### src/rtl/walkerPkg.sv
package walkerPkg;
  typedef enum logic [1:0] {ST_IDLE, ST_ISSUE, ST_WAIT, ST_DONE} walkState_t;

  typedef struct packed {
    logic start;
    logic descend;
    logic finishOk;
    logic finishFault;
  } walkStrobe_t;

  localparam int ENTRY_W     = 64;
  localparam int PRESENT_BIT = 0;
  localparam int USER_BIT    = 2;
  localparam int SIZE_BIT    = 7;
endpackage

### src/rtl/walkCtrl.sv
module walkCtrl
  import walkerPkg::*;
(
  input  logic        clk,
  input  logic        rstN,
  input  logic        reqValid,
  output logic        reqReady,
  output logic        memReqValid,
  input  logic        memReqReady,
  input  logic        memRspValid,
  input  logic        entryFault,
  input  logic        entryLeaf,
  output logic        rspValid,
  output walkStrobe_t strobe
);
  walkState_t stateQ, stateD;

  always_ff @(posedge clk) begin
    if (!rstN) stateQ <= ST_IDLE;
    else       stateQ <= stateD;
  end

  always_comb begin
    stateD      = stateQ;
    strobe      = '0;
    reqReady    = 1'b0;
    memReqValid = 1'b0;
    rspValid    = 1'b0;
    unique case (stateQ)
      ST_IDLE: begin
        reqReady = 1'b1;
        if (reqValid) begin
          strobe.start = 1'b1;
          stateD       = ST_ISSUE;
        end
      end
      ST_ISSUE: begin
        memReqValid = 1'b1;
        if (memReqReady) stateD = ST_WAIT;
      end
      ST_WAIT: begin
        if (memRspValid) begin
          if (entryFault) begin
            strobe.finishFault = 1'b1;
            stateD             = ST_DONE;
          end else if (entryLeaf) begin
            strobe.finishOk = 1'b1;
            stateD          = ST_DONE;
          end else begin
            strobe.descend = 1'b1;
            stateD         = ST_ISSUE;
          end
        end
      end
      ST_DONE: begin
        rspValid = 1'b1;
        stateD   = ST_IDLE;
      end
      default: stateD = ST_IDLE;
    endcase
  end
endmodule

### src/rtl/walkDatapath.sv
module walkDatapath
  import walkerPkg::*;
#(
  parameter int PA_W   = 52,
  parameter int IDX_W  = 9,
  parameter int OFF_W  = 12,
  parameter int LEVELS = 4
) (
  input  logic                          clk,
  input  logic                          rstN,
  input  walkStrobe_t                   strobe,
  input  logic [OFF_W+LEVELS*IDX_W-1:0] reqAddr,
  input  logic                          reqUser,
  input  logic                          rootWrEn,
  input  logic                          rootWrPriv,
  input  logic [PA_W-1:0]               rootWrData,
  input  logic [ENTRY_W-1:0]            memRspData,
  output logic [PA_W-1:0]               memReqAddr,
  output logic                          entryFault,
  output logic                          entryLeaf,
  output logic                          rspFault,
  output logic [$clog2(LEVELS)-1:0]     rspFaultLevel,
  output logic [PA_W-1:0]               rspPhysAddr
);
  localparam int VA_W    = OFF_W + LEVELS * IDX_W;
  localparam int LVL_W   = $clog2(LEVELS);
  localparam int FRAME_W = PA_W - OFF_W;
  localparam int BIG_OFF = OFF_W + IDX_W;

  logic [FRAME_W-1:0] rootQ, baseQ;
  logic [VA_W-1:0]    vaddrQ;
  logic               userQ;
  logic [LVL_W-1:0]   levelQ;
  logic [IDX_W-1:0]   idx;
  logic               bigPage;
  logic               unusedRsp;

  assign idx        = vaddrQ[OFF_W + int'(levelQ) * IDX_W +: IDX_W];
  assign memReqAddr = {baseQ, OFF_W'({idx, 3'b000})};

  assign bigPage    = (levelQ == LVL_W'(1)) && memRspData[SIZE_BIT];
  assign entryFault = !memRspData[PRESENT_BIT] || (userQ && !memRspData[USER_BIT]);
  assign entryLeaf  = (levelQ == '0) || bigPage;

  assign unusedRsp = ^{memRspData[ENTRY_W-1:PA_W], memRspData[OFF_W-1:SIZE_BIT+1],
                       memRspData[SIZE_BIT-1:USER_BIT+1], memRspData[1],
                       rootWrData[OFF_W-1:0]};

  always_ff @(posedge clk) begin
    if (!rstN) begin
      rootQ <= '0;
    end else if (rootWrEn && rootWrPriv) begin
      rootQ <= rootWrData[PA_W-1:OFF_W];
    end
  end

  always_ff @(posedge clk) begin
    if (!rstN) begin
      baseQ         <= '0;
      vaddrQ        <= '0;
      userQ         <= 1'b0;
      levelQ        <= '0;
      rspFault      <= 1'b0;
      rspFaultLevel <= '0;
      rspPhysAddr   <= '0;
    end else begin
      if (strobe.start) begin
        vaddrQ <= reqAddr;
        userQ  <= reqUser;
        levelQ <= LVL_W'(LEVELS - 1);
        baseQ  <= rootQ;
      end
      if (strobe.descend) begin
        baseQ  <= memRspData[PA_W-1:OFF_W];
        levelQ <= levelQ - 1'b1;
      end
      if (strobe.finishOk) begin
        rspFault <= 1'b0;
        if (bigPage) rspPhysAddr <= {memRspData[PA_W-1:BIG_OFF], vaddrQ[BIG_OFF-1:0]};
        else         rspPhysAddr <= {memRspData[PA_W-1:OFF_W], vaddrQ[OFF_W-1:0]};
      end
      if (strobe.finishFault) begin
        rspFault      <= 1'b1;
        rspFaultLevel <= levelQ;
        rspPhysAddr   <= '0;
      end
    end
  end
endmodule

### src/rtl/pageWalker.sv
module pageWalker
  import walkerPkg::*;
#(
  parameter int PA_W   = 52,
  parameter int IDX_W  = 9,
  parameter int OFF_W  = 12,
  parameter int LEVELS = 4
) (
  input  logic                          clk,
  input  logic                          rstN,
  input  logic                          rootWrEn,
  input  logic                          rootWrPriv,
  input  logic [PA_W-1:0]               rootWrData,
  input  logic                          reqValid,
  output logic                          reqReady,
  input  logic [OFF_W+LEVELS*IDX_W-1:0] reqAddr,
  input  logic                          reqUser,
  output logic                          memReqValid,
  input  logic                          memReqReady,
  output logic [PA_W-1:0]               memReqAddr,
  input  logic                          memRspValid,
  input  logic [ENTRY_W-1:0]            memRspData,
  output logic                          rspValid,
  output logic                          rspFault,
  output logic [$clog2(LEVELS)-1:0]     rspFaultLevel,
  output logic [PA_W-1:0]               rspPhysAddr
);
  walkStrobe_t strobe;
  logic        entryFault, entryLeaf;

  walkCtrl i_ctrl (
    .clk(clk), .rstN(rstN), .reqValid(reqValid), .reqReady(reqReady),
    .memReqValid(memReqValid), .memReqReady(memReqReady), .memRspValid(memRspValid),
    .entryFault(entryFault), .entryLeaf(entryLeaf), .rspValid(rspValid), .strobe(strobe)
  );

  walkDatapath #(.PA_W(PA_W), .IDX_W(IDX_W), .OFF_W(OFF_W), .LEVELS(LEVELS)) i_dp (
    .clk(clk), .rstN(rstN), .strobe(strobe), .reqAddr(reqAddr), .reqUser(reqUser),
    .rootWrEn(rootWrEn), .rootWrPriv(rootWrPriv), .rootWrData(rootWrData),
    .memRspData(memRspData), .memReqAddr(memReqAddr), .entryFault(entryFault),
    .entryLeaf(entryLeaf), .rspFault(rspFault), .rspFaultLevel(rspFaultLevel),
    .rspPhysAddr(rspPhysAddr)
  );
endmodule

### config.mk
export PLATFORM = sky130hd
export DESIGN_NAME = pageWalker
export DESIGN_NICKNAME = d
export VERILOG_FILES = /design/src/rtl/walkerPkg.sv /design/src/rtl/walkCtrl.sv /design/src/rtl/walkDatapath.sv /design/src/rtl/pageWalker.sv
export SDC_FILE = /design/constraint.sdc
export NUM_CORES = 1
export LEC_CHECK = 0
export ABC_AREA = 1
export BUFFER_PORTS_ARGS = -buffer_cell sky130_fd_sc_hd__buf_2
export CELL_PAD_IN_SITES_DETAIL_PLACEMENT = 2
export CELL_PAD_IN_SITES_GLOBAL_PLACEMENT = 2
export CORE_MARGIN = 5
export CORE_UTILIZATION = 28
export CTS_CLUSTER_DIAMETER = 50
export DETAILED_ROUTE_END_ITERATION = 7
export PLACE_DENSITY = 0.89
export SLEW_MARGIN = 0
export SYNTH_ARGS = -nofsm -noshare
export SYNTH_HDL_FRONTEND = slang
export SYNTH_HIERARCHICAL = 1
export SYNTH_SLANG_ARGS = --single-unit
### constraint.sdc
create_clock -name clk -period 3.9 [get_ports clk]
set_input_delay 0.195 -clock clk [delete_from_list [all_inputs] [get_ports clk]]
set_output_delay 0.195 -clock clk [all_outputs]
set_load 0.005 [all_outputs]
==> impl_summary.txt, run 1 <==
----------------------------------------------------
[GRT]
  Antenna violations before repair ... 10
  Pin count of the biggest net entering global routing ... just under 100
  Overall global routing resource usage ... 0.205
  Wire length of the first global-routing pass ... 50200 um
  Aggregate global routing overflow ... 0
  Vias in the first global route ... slightly above 9000

[Clock tree]
  Clock tree buffer depth ... 2
  TritonCTS buffer count ... 17
  Clock insertion delay at the later pin of the skew report ... 0.44 ns
  Root buffer selected by CTS ... sky130_fd_sc_hd__clkbuf_16
  Number of sinks on the clock net ... between 150 and 200
  Clock slew seen by the registers of the worst setup and hold paths ... about 0.08 ns
  Clock tree from TritonCTS ... done
  Number of levels in the clock H-tree ... 4

[Detailed routing]
  Via-to-Cell Ratio ... about 4.8
  Final wirelength ... between 30000 and 40000 um
  Starting DRC count in detailed routing ... approximately 370
  Overall via count from detail_route ... 8197
  Antenna Nets Post-Route ... 0
  Routed length per instance ... about 19 um
  Number of remaining DRC errors ... 0
  Iteration count of the initial detailed-routing pass ... 4

[Yosys]
  Seq cells post-synth ... 188
  Mean instance size in the synthesized netlist ... slightly below 7 um^2
  Count of different cell masters after synthesis ... 24
  Sequential cell area fraction in the yosys report ... 0.489
  Post-synthesis instance area ... around 7700 um^2
  Count of mapped cells out of synthesis ... approximately 1100
  Yosys warnings ... 6

[Worst setup path]
  Startpoint of the most critical register-to-register path ... i_dp/levelQ[0]
  Kind of end point of the critical path ... flop
  Critical path buffers and inverters ... 2
  Largest incremental delay on the critical path ... about 0.84 ns
  Crit path arrival time ... about 3.5 ns
  Critical path launch point type ... flop
  Top Family by Delay on Critical Path ... simple AND/OR/NAND/NOR gates
  Crit path top cell by count ... sky130_fd_sc_hd__nand2_1
  Chain of cells forming the critical path ... buf_4 -> ha_1 -> nand2_1 -> nand2_1 -> inv_1 -> nand2_1 -> nor2_4 -> nor2_4 -> nand2_1 -> nand2_1 -> nor2_1
  CP Max Fanout ... 42
  Required time of the critical path ... roughly 4.2 ns
  Critical path startpoint ... i_dp/levelQ[0]
  Slowest-stage cell, CP ... sky130_fd_sc_hd__nor2_4
  Type of the worst setup path ... reg -> reg

[Timing]
  Min cycle time layout ... 3.13 ns
  Total count of max-transition violations in the final report ... 0
  Setup TNS Final ... 0 ns
  Measured slew at the worst slew-check pin ... around 1.1 ns
  Number of hold-slack violations in the final timing report ... 0
  Final number of setup-violating endpoints ... 0
  Unrepaired setup endpoints after global routing ... no
  Achievable Freq ... ~320 MHz
  Final period utilization ... 0.803
  Skew final ... ~0.017 ns
  Worst-case headroom to the max-slew limit ... 0.249

[Power]
  Net Sw Frac ... 0.326
  Gate power share ... 0.194
  Ratio of total power to cell area ... around 490 nW/um^2
  Switching power ... roughly 1.6 mW
  Clock share of power ... 0.356
  LEAKAGE ... roughly 4.9 nW
  Seq pwr share ... 0.450
  Cell Int Power ... between 3 and 4 mW
  Worst ir drop on vdd ... 0.000199 V

[Floorplan]
  Die width ... 176 um
  Die extent in y ... between 150 and 200 um
  Initial core utilization ... 0.285
  Placement Rows ... 60
  Core region area ... 27000 um^2
  Die area ... 30900 um^2
  Boundary pin count ... ~280

[Layout]
  Post-layout utilization of the core ... 0.372
  Final Net Count ... approximately 1500
  Leading cell types in the layout, fill and taps excluded ... sky130_fd_sc_hd__nor2_1 (316), sky130_fd_sc_hd__buf_2 (244), sky130_fd_sc_hd__nand2_1 (216)
  Most common library cell in the layout ignoring fill and taps ... sky130_fd_sc_hd__nor2_1
  Fraction of final layout cells with drive strength greater than 1 ... 0.219
  P&R area growth vs syn ... 30.6%

[Placed design]
  Placer congestion estimate ... 0.757
  Sum of net half-perimeters after detailed placement ... about 21000 um
  Buffers added on ports ... about 250

[Worst hold path]
  Worst hold path type ... in -> reg
  Start point of the worst min-delay path ... rootWrData[27]

[Flow run]
  Maxcap violations ... 0

[Run status]
  Outcome ... finished clean

----------------------------------------------------
-- per-layer routing --
layer / vias to the layer above / global-route usage / wire length [um]
li1: 3945 / - / -
met1: 4004 / 0.230 / 13100
met2: 187 / 0.383 / 16700
met3: 53 / 0.0411 / 1280
met4: 8 / 0.0734 / 906
met5: - / 0 / 55
-- synthesized netlist by cell type --
| cell | instances | area (um^2) |
|---|---|---|
| sky130_fd_sc_hd__nor2_1 | 317 | 1190 |
| sky130_fd_sc_hd__nand2_1 | 217 | 815 |
| sky130_fd_sc_hd__dfxtp_1 | 188 | 3760 |
| sky130_fd_sc_hd__o21ai_0 | 102 | 510 |
| sky130_fd_sc_hd__inv_1 | 74 | 278 |
| sky130_fd_sc_hd__a21oi_1 | 59 | 295 |
| sky130_fd_sc_hd__nor3_1 | 41 | 205 |
| sky130_fd_sc_hd__clkbuf_1 | 35 | 131 |
| sky130_fd_sc_hd__buf_2 | 32 | 160 |
| sky130_fd_sc_hd__nand3_1 | 20 | 100 |
| sky130_fd_sc_hd__o211ai_1 | 9 | 67.6 |
| sky130_fd_sc_hd__buf_6 | 5 | 56.3 |
| sky130_fd_sc_hd__buf_4 | 4 | 30.0 |
| sky130_fd_sc_hd__inv_2 | 3 | 11.3 |
| sky130_fd_sc_hd__ha_1 | 2 | 25.0 |
| sky130_fd_sc_hd__nor2_2 | 2 | 12.5 |
| sky130_fd_sc_hd__buf_1 | 1 | 3.75 |
| sky130_fd_sc_hd__clkinv_1 | 1 | 3.75 |
| sky130_fd_sc_hd__conb_1 | 1 | 3.75 |
| sky130_fd_sc_hd__nand2_2 | 1 | 6.26 |
| sky130_fd_sc_hd__nand3b_1 | 1 | 7.51 |
| sky130_fd_sc_hd__nor2_4 | 1 | 11.3 |
| sky130_fd_sc_hd__nor3_2 | 1 | 10.0 |
| sky130_fd_sc_hd__o21ai_1 | 1 | 5.00 |
-- worst min-delay path, delay by kind of cell --
kind            cells  cell delay, ns
compound gates      1            0.07
buf+inv             1            0.07
simple gates        1            0.08
-- worst paths after layout --
path	endpoint	slack, ns	depth (start not counted)
setup / recovery	i_dp/baseQ[22]	0.77	11
hold / removal	i_dp/rootQ[15]	0.02	3
setup reg to reg	i_dp/baseQ[22]	0.77	11
hold reg to reg	i_dp/rspPhysAddr[38]	0.46	2
-- cells by family (layout without fill, tap and decap cells) --
kind of cell	count (synthesis)	count (layout)	synth area share
AND/OR/NAND/NOR	601	601	0.306
flip-flops	188	188	0.489
AO/OA/AOI/OAI	171	171	0.114
buffers and inverters	155	400	0.0876
adder cells (fa/ha/maj)	2	2	0.00325
other	1	9	0.000487
-- area by class of cell --
cell class                      count  area [um^2]
Fill cell                        3226        17000
Antenna cell                        6         15.0
Tap cell                          341          427
Multi-Input combinational cell    777         3290
Clock inverter                     14          155
Clock buffer                       17          425
Inverter                           78          294
Sequential cell                   188         3760
Timing Repair Buffer              291         1680
-- power by group through the flow --
stage          Sequential [mW]  Combinational (mW)  Clock [mW]
2_1_floorplan             2.22               0.535           0
3_3_place_gp              2.23               0.869           0
3_5_place_dp              2.24               0.910           0
4_1_cts                   2.20               0.955        1.79
5_1_grt                   2.23                1.07        1.87
6_report                  2.21               0.949        1.74
-- through the flow --
| stage | instances | hold slack, ns | setup WS, ns | cell area (um^2) | power, mW |
|---|---|---|---|---|---|
| final | 1712 | 0.0181 | 0.769 | 10100 | 4.90 |
| after global routing | 1712 | 0.0183 | 0.487 | 10100 | 5.17 |
| after CTS | 1706 | 0.000885 | 0.633 | 10000 | 4.95 |
| after detailed placement | 1641 | 0.428 | 0.837 | 9120 | 3.15 |
| after global placement | 1641 | 0.415 | 0.977 | 9120 | 3.10 |
| after floorplan | 1120 | 0.330 | 1.71 | 7710 | 2.76 |
-- sequential cells by signal (all words and copies together) (netlist names) --
name,cells
i_ctrl/stateQ,2
i_dp/baseQ,40
i_dp/levelQ,2
i_dp/rootQ,40
i_dp/rspFault,1
i_dp/rspFaultLevel,2
i_dp/rspPhysAddr,52
i_dp/userQ,1
i_dp/vaddrQ,48
-- what timing repair did --
action	in CTS	in global routing
buffers inserted	0	0
endpoints found under the setup margin	0	0
hold endpoints to repair	34	0
gates resized for setup	0	0
hold buffers	34	0
Note: power is estimated with default switching activity, not from simulation.
==> inputs of run 2 (changes only) <==
Settings changed: CORE_UTILIZATION 28 to 23, PLACE_DENSITY 0.89 to 0.79.
Clock period 3.9 ns to 2.7 ns, I/O delays scaled along.
==> run 2 against run 1 <==
  * Cell area rose by 11%
  * Total power is 49% higher
  * Cell count up 12%
  * Wire length rose by 15%
  * Largest cell class unchanged
  * Worst hold slack worse by 0.0053 ns
  * Sequential power rose by 44%
  * Clock power rose by 50%
  * Critical path type unchanged
  * Combinational power up 60%
  * Register-to-register slack lost 0.45 ns
  * Highest routed layer unchanged
  * Fmax grew 31%
==> impl_summary.txt, run 2 (synthesis results as in run 1) <==
----------------------------------------------------
[Placed design]
  Buffers added on ports ... 245 (unchanged)
  Sum of net half-perimeters after detailed placement ... 21600 um (+1.9%)
  Placer congestion estimate ... 0.733 (-3.2%)

[Timing]
  Min cycle time layout ... 2.38 ns (-0.746 ns)
  Setup TNS Final ... 0 ns (unchanged)
  Unrepaired setup endpoints after global routing ... no
  Final period utilization ... 0.883 (+0.0804)
  Final number of setup-violating endpoints ... 0 (unchanged)
  Number of hold-slack violations in the final timing report ... 0 (unchanged)
  Achievable Freq ... 419 MHz (+31%)
  Skew final ... 0.0133 ns (-0.00381 ns)
  Total count of max-transition violations in the final report ... 0 (unchanged)
  Measured slew at the worst slew-check pin ... 0.946 ns (-0.178 ns)
  Worst-case headroom to the max-slew limit ... 0.369 (+0.119)

[Floorplan]
  Die extent in y ... 193 um (+9.7%)
  Core region area ... 33300 um^2 (+23%)
  Die width ... 193 um (+9.7%)
  Placement Rows ... 67 (+12%)
  Boundary pin count ... 282 (unchanged)
  Die area ... 37200 um^2 (+20%)
  Initial core utilization ... 0.231 (-0.0536)

[Detailed routing]
  Number of remaining DRC errors ... 0 (unchanged)
  Overall via count from detail_route ... 8615 (+5.1%)
  Via-to-Cell Ratio ... 4.51 (-5.7%)
  Routed length per instance ... 19.3 um (+2.9%)
  Iteration count of the initial detailed-routing pass ... 4 (unchanged)
  Starting DRC count in detailed routing ... 251 (-32%)
  Final wirelength ... 36800 um (+15%)
  Antenna Nets Post-Route ... 0 (unchanged)

[Worst setup path]
  CP Max Fanout ... 27 (-36%)
  Crit path arrival time ... 2.71 ns (-0.75 ns)
  Kind of end point of the critical path ... flop
  Type of the worst setup path ... reg -> reg
  Slowest-stage cell, CP ... sky130_fd_sc_hd__nor3_1
  Critical path launch point type ... flop
  Required time of the critical path ... 3.02 ns (-1.20 ns)
  Largest incremental delay on the critical path ... 0.39 ns (-0.45 ns)
  Crit path top cell by count ... sky130_fd_sc_hd__nand2_1
  Chain of cells forming the critical path ... inv_1 -> ha_1 -> nand2_1 -> nand2_1 -> inv_1 -> nand2_1 -> nor2_4 -> buf_4 -> buf_4 -> nor3_1 -> nor2_1

[Layout]
  Fraction of final layout cells with drive strength greater than 1 ... 0.210 (-0.00903)
  P&R area growth vs syn ... 44.3%
  Final Net Count ... 1618 (+6.0%)
  Most common library cell in the layout ignoring fill and taps ... sky130_fd_sc_hd__nor2_1
  Leading cell types in the layout, fill and taps excluded ... sky130_fd_sc_hd__nor2_1 (316), sky130_fd_sc_hd__buf_2 (245), sky130_fd_sc_hd__nand2_1 (216)
  Most flop-heavy register ... i_dp/rspPhysAddr
  Registers with the most flip-flops ... i_dp/rspPhysAddr (52), i_dp/vaddrQ (48)
  Filler Cells Inserted ... 3957 (+23%)
  Largest register FFs ... 52 (unchanged)

[Clock tree]
  Clock insertion delay at the later pin of the skew report ... 0.45 ns (about the same)
  Root buffer selected by CTS ... sky130_fd_sc_hd__clkbuf_16
  Clock tree from TritonCTS ... done
  TritonCTS buffer count ... 17 (unchanged)
  Clock slew seen by the registers of the worst setup and hold paths ... 0.07 ns (about the same)
  Setup fix buffers added after clock tree synthesis ... 0 (unchanged)
  Number of sinks on the clock net ... 188 (unchanged)
  Number of levels in the clock H-tree ... 4 (unchanged)
  Clock tree buffer depth ... 2 (unchanged)

[Power]
  Worst ir drop on vdd ... 0.000429 V (+120%)
  Ratio of total power to cell area ... 658 nW/um^2 (+35%)
  PnR Total Power ... 7.32 mW (+49%)
  LEAKAGE ... 5.23 nW (+7.9%)

[GRT]
  Aggregate global routing overflow ... 0 (unchanged)
  Pin count of the biggest net entering global routing ... 100 (+2.0%)
  Overall global routing resource usage ... 0.194 (-0.0110)
  Wire length of the first global-routing pass ... 55700 um (+11%)
  Antenna violations before repair ... 6 (-4)
  Vias in the first global route ... 9830 (+7.4%)

[Flow run]
  Maxcap violations ... 0 (unchanged)

[Worst hold path]
  Worst hold path type ... in -> reg

[Run status]
  Outcome ... finished clean

----------------------------------------------------
-- run 2: cell type report --
cell class                 count  area [um^2]  area share
timing repair buffer         382         2590       0.233
clock inverter                14          156      0.0141
multi-input combinational    777         3290       0.296
sequential                   188         3760       0.339
clock buffer                  18          439      0.0395
inverter                      78          297      0.0267
tap                          448          561      0.0504
antenna                        4         10.0    0.000901
-- run 2: worst paths after layout --
kind                  startpoint                    to  slack (ns)  cells after the start
setup / recovery  i_dp/levelQ[1]        i_dp/baseQ[20]        0.32                     11
hold / removal    memRspData[19]  i_dp/rspPhysAddr[19]        0.01                      5
setup reg to reg  i_dp/levelQ[1]        i_dp/baseQ[20]        0.32                     11
hold reg to reg       i_dp/userQ            i_dp/userQ        0.46                      2
-- run 2: critical path: cells and delay by family, from the launching register on --
family	cells	cell delay, ns
AND/OR/NAND/NOR	6	0.91
buffers and inverters	4	0.68
adder cells (fa/ha/maj)	1	0.37
flip-flops	1	0.30
-- run 2: repair_timing --
item / in CTS / in global routing
hold endpoints to repair: 121 / 0
gates resized for setup: 0 / 2
endpoints found under the setup margin: 0 / 15
hold buffers: 121 / 0
-- run 2: through the flow --
step           hold slack (ns)  setup slack [ns]  utilization  std cells  instance area (um^2)
2_1_floorplan            0.270             0.507            -       1120                  7710
3_3_place_gp             0.357             0.358        0.279       1752                  9300
3_5_place_dp             0.368             0.246        0.279       1752                  9300
4_1_cts               0.000533             0.195        0.334       1905                 11100
5_1_grt                 0.0107             0.118        0.334       1909                 11100
6_report                0.0128             0.315        0.334       1909                 11100
-- run 2: report_power, final --
part,internal [mW],switching (mW)
sequential,3.03,0.151
clock,1.34,1.28
combinational,0.590,0.931
-- run 2: per-layer routing --
| metal | share of wire | up-vias | track usage |
|---|---|---|---|
| met5 | 0.00071 | - | 0 |
| met4 | 0.030 | 4 | 0.0700 |
| li1 | - | 4124 | - |
| met2 | 0.52 | 224 | 0.364 |
| met3 | 0.054 | 63 | 0.0517 |
| met1 | 0.39 | 4200 | 0.208 |
==> inputs of run 3 (changes only) <==
Settings changed: RECOVER_POWER set to 50.
==> run 3 against run 2 <==
  * The run now ends with capacitance limit, slew limit left
  * Cell count is the same
  * Sequential share of layout area grew 0.38 points
  * Global-route usage unchanged
  * Core utilization shrank 0.37 points
  * Critical path depth unchanged
  * First-iteration DRC count fell by 1.2%
  * Non-clock buffer count unchanged
==> impl_summary.txt, run 3 (synthesis results as in run 1) <==
----------------------------------------------------
[Detailed routing]
  Starting DRC count in detailed routing ... 248 (-1.2%)
  Final wirelength ... 36800 um (+0.10%)
  Routed length per instance ... 19.3 um (+0.10%)
  Number of remaining DRC errors ... 0 (unchanged)
  Overall via count from detail_route ... 8630 (+0.17%)
  Iteration count of the initial detailed-routing pass ... 4 (unchanged)
  Via-to-Cell Ratio ... 4.52 (+0.17%)
  Antenna Nets Post-Route ... 0 (unchanged)

[GRT]
  Pin count of the biggest net entering global routing ... 100 (unchanged)
  Aggregate global routing overflow ... 0 (unchanged)
  Antenna violations before repair ... 6 (unchanged)
  Vias in the first global route ... 9830 (unchanged)
  Overall global routing resource usage ... 0.194 (unchanged)
  Wire length of the first global-routing pass ... 55700 um (unchanged)

[Worst setup path]
  Type of the worst setup path ... reg -> reg
  Chain of cells forming the critical path ... inv_1 -> ha_1 -> nand2_1 -> nand2_1 -> inv_1 -> nand2_1 -> nor2_4 -> buf_4 -> buf_4 -> nor3_1 -> nor2_1
  Slowest-stage cell, CP ... sky130_fd_sc_hd__buf_4
  Crit path top cell by count ... sky130_fd_sc_hd__nand2_1
  Startpoint of the most critical register-to-register path ... i_dp/levelQ[1]
  Critical path startpoint ... i_dp/levelQ[1]
  Critical path buffers and inverters ... 4 (unchanged)
  CP Max Fanout ... 27 (unchanged)
  Required time of the critical path ... 3.08 ns (+0.06 ns)
  Kind of end point of the critical path ... flop
  Critical path launch point type ... flop
  Crit path arrival time ... 2.75 ns (+0.04 ns)
  Largest incremental delay on the critical path ... 0.39 ns (about the same)
  Top Family by Delay on Critical Path ... buffers and inverters

[Floorplan]
  Boundary pin count ... 282 (unchanged)
  Core region area ... 33300 um^2 (unchanged)
  Die area ... 37200 um^2 (unchanged)
  Placement Rows ... 67 (unchanged)
  Die width ... 193 um (unchanged)
  Initial core utilization ... 0.231 (unchanged)
  Die extent in y ... 193 um (unchanged)

[Clock tree]
  Setup fix buffers added after clock tree synthesis ... 0 (unchanged)
  Number of levels in the clock H-tree ... 4 (unchanged)
  Clock tree from TritonCTS ... done
  Clock insertion delay at the later pin of the skew report ... 0.45 ns (about the same)
  TritonCTS buffer count ... 17 (unchanged)
  Number of sinks on the clock net ... 188 (unchanged)
  Clock tree buffer depth ... 2 (unchanged)
  Root buffer selected by CTS ... sky130_fd_sc_hd__clkbuf_16
  Clock slew seen by the registers of the worst setup and hold paths ... 0.08 ns (about the same)

[Layout]
  Final Net Count ... 1618 (unchanged)
  Fraction of final layout cells with drive strength greater than 1 ... 0.148 (-0.0625)
  Leading cell types in the layout, fill and taps excluded ... sky130_fd_sc_hd__nor2_1 (317), sky130_fd_sc_hd__nand2_1 (216), sky130_fd_sc_hd__dfxtp_1 (188)
  Registers with the most flip-flops ... i_dp/rspPhysAddr (52), i_dp/vaddrQ (48)
  Most flop-heavy register ... i_dp/rspPhysAddr
  Largest register FFs ... 52 (unchanged)
  Filler Cells Inserted ... 4004 (+1.2%)
  Most common library cell in the layout ignoring fill and taps ... sky130_fd_sc_hd__nor2_1
  P&R area growth vs syn ... 42.7%
  Count of placed standard cells in the final layout, fillers left out ... 1909 (unchanged)

[Power]
  Worst ir drop on vdd ... 0.000429 V (about the same)
  Ratio of total power to cell area ... 663 nW/um^2 (+0.76%)
  LEAKAGE ... 4.86 nW (-7.1%)

[Run status]
  Violated checks ... capacitance limit, slew limit
  Outcome ... complete, but fails checks

[Timing]
  Final WS setup ... 0.332 ns (+0.0167 ns)
  Measured slew at the worst slew-check pin ... 1.53 ns (+0.581 ns)
  Achievable Freq ... 422 MHz (+0.71%)
  Skew final ... 0.0122 ns (-0.00115 ns)
  Worst-case hold slack ... 0.00947 ns (-0.00337 ns)
  Min cycle time layout ... 2.37 ns (-0.0168 ns)
  Setup TNS Final ... 0 ns (unchanged)
  Final number of setup-violating endpoints ... 0 (unchanged)
  Worst-case headroom to the max-slew limit ... -0.0176 (-0.386)
  Number of hold-slack violations in the final timing report ... 0 (unchanged)
  Unrepaired setup endpoints after global routing ... no
  Total count of max-transition violations in the final report ... 29 (+29)
  Final period utilization ... 0.877 (-0.00620)

[Worst hold path]
  Worst hold path type ... in -> reg
  Start point of the worst min-delay path ... memRspData[19]

[Placed design]
  Buffers added on ports ... 245 (unchanged)
  Placer congestion estimate ... 0.733 (unchanged)
  Sum of net half-perimeters after detailed placement ... 21600 um (unchanged)
  Setup WS pre-CTS ... 0.246 ns (unchanged)
  Inst Count DP ... 1752 (unchanged)

[Flow run]
  Maxcap violations ... 1 (+1)

----------------------------------------------------
run 3: cell types whose count changed in the layout (fill, tap and decap cells not counted), sizes merged:
cell,previous run,this run
buf,261,173
clkbuf,18,106
run 3: power breakdown:
| group | switching (mW) | total [mW] | internal, mW |
|---|---|---|---|
| combinational | 0.931 | 1.49 | 0.561 |
| sequential | 0.153 | 3.18 | 3.03 |
| clock | 1.28 | 2.61 | 1.34 |
run 3: through the flow:
stage	power, mW	util	area (um^2)
2_1_floorplan	3.98	-	7710
3_3_place_gp	4.51	0.279	9300
3_5_place_dp	4.57	0.279	9300
4_1_cts	7.37	0.334	11100
5_1_grt	7.69	0.330	11000
6_report	7.29	0.330	11000
run 3: worst reg2reg max path, cell delays in order (launching register included):
cell,delay [ns]
sky130_fd_sc_hd__dfxtp_1,0.31
sky130_fd_sc_hd__inv_1,0.07
sky130_fd_sc_hd__ha_1,0.31
sky130_fd_sc_hd__nand2_1,0.14
sky130_fd_sc_hd__nand2_1,0.06
sky130_fd_sc_hd__inv_1,0.12
sky130_fd_sc_hd__nand2_1,0.13
sky130_fd_sc_hd__nor2_4,0.17
sky130_fd_sc_hd__buf_4,0.28
sky130_fd_sc_hd__buf_4,0.40
sky130_fd_sc_hd__nor3_1,0.14
sky130_fd_sc_hd__nor2_1,0.18
run 3: layout make-up:
class / instances / area [um^2] / area share
Antenna cell: 4 / 10.0 / 0.000911
Timing Repair Buffer: 382 / 2480 / 0.226
Clock inverter: 14 / 156 / 0.0142
Sequential cell: 188 / 3760 / 0.342
Multi-Input combinational cell: 777 / 3290 / 0.299
Clock buffer: 18 / 439 / 0.0400
Inverter: 78 / 297 / 0.0270
Tap cell: 448 / 561 / 0.0510
run 3: path summary, 6_finish.rpt:
kind,end,slack [ns],depth (start not counted)
hold reg to reg,i_dp/userQ,0.46,2
setup reg to reg,i_dp/baseQ[14],0.33,11
hold / removal,i_dp/rspPhysAddr[19],0.009,5
setup / recovery,i_dp/baseQ[14],0.33,11
run 3: routing by layer:
layer  vias to the layer above  global-route usage  part of all wire
met4                         4              0.0700             0.031
li1                       4128                   -                 -
met1                      4201               0.208              0.40
met3                        67              0.0517             0.053
met5                         -                   0           0.00071
met2                       230               0.364              0.52
run 3: repair_timing:
item | in CTS | in global routing
setup endpoints to repair | 0 | 15
hold endpoints to repair | 121 | 0
hold buffers | 121 | 0
gates resized for setup | 0 | 2
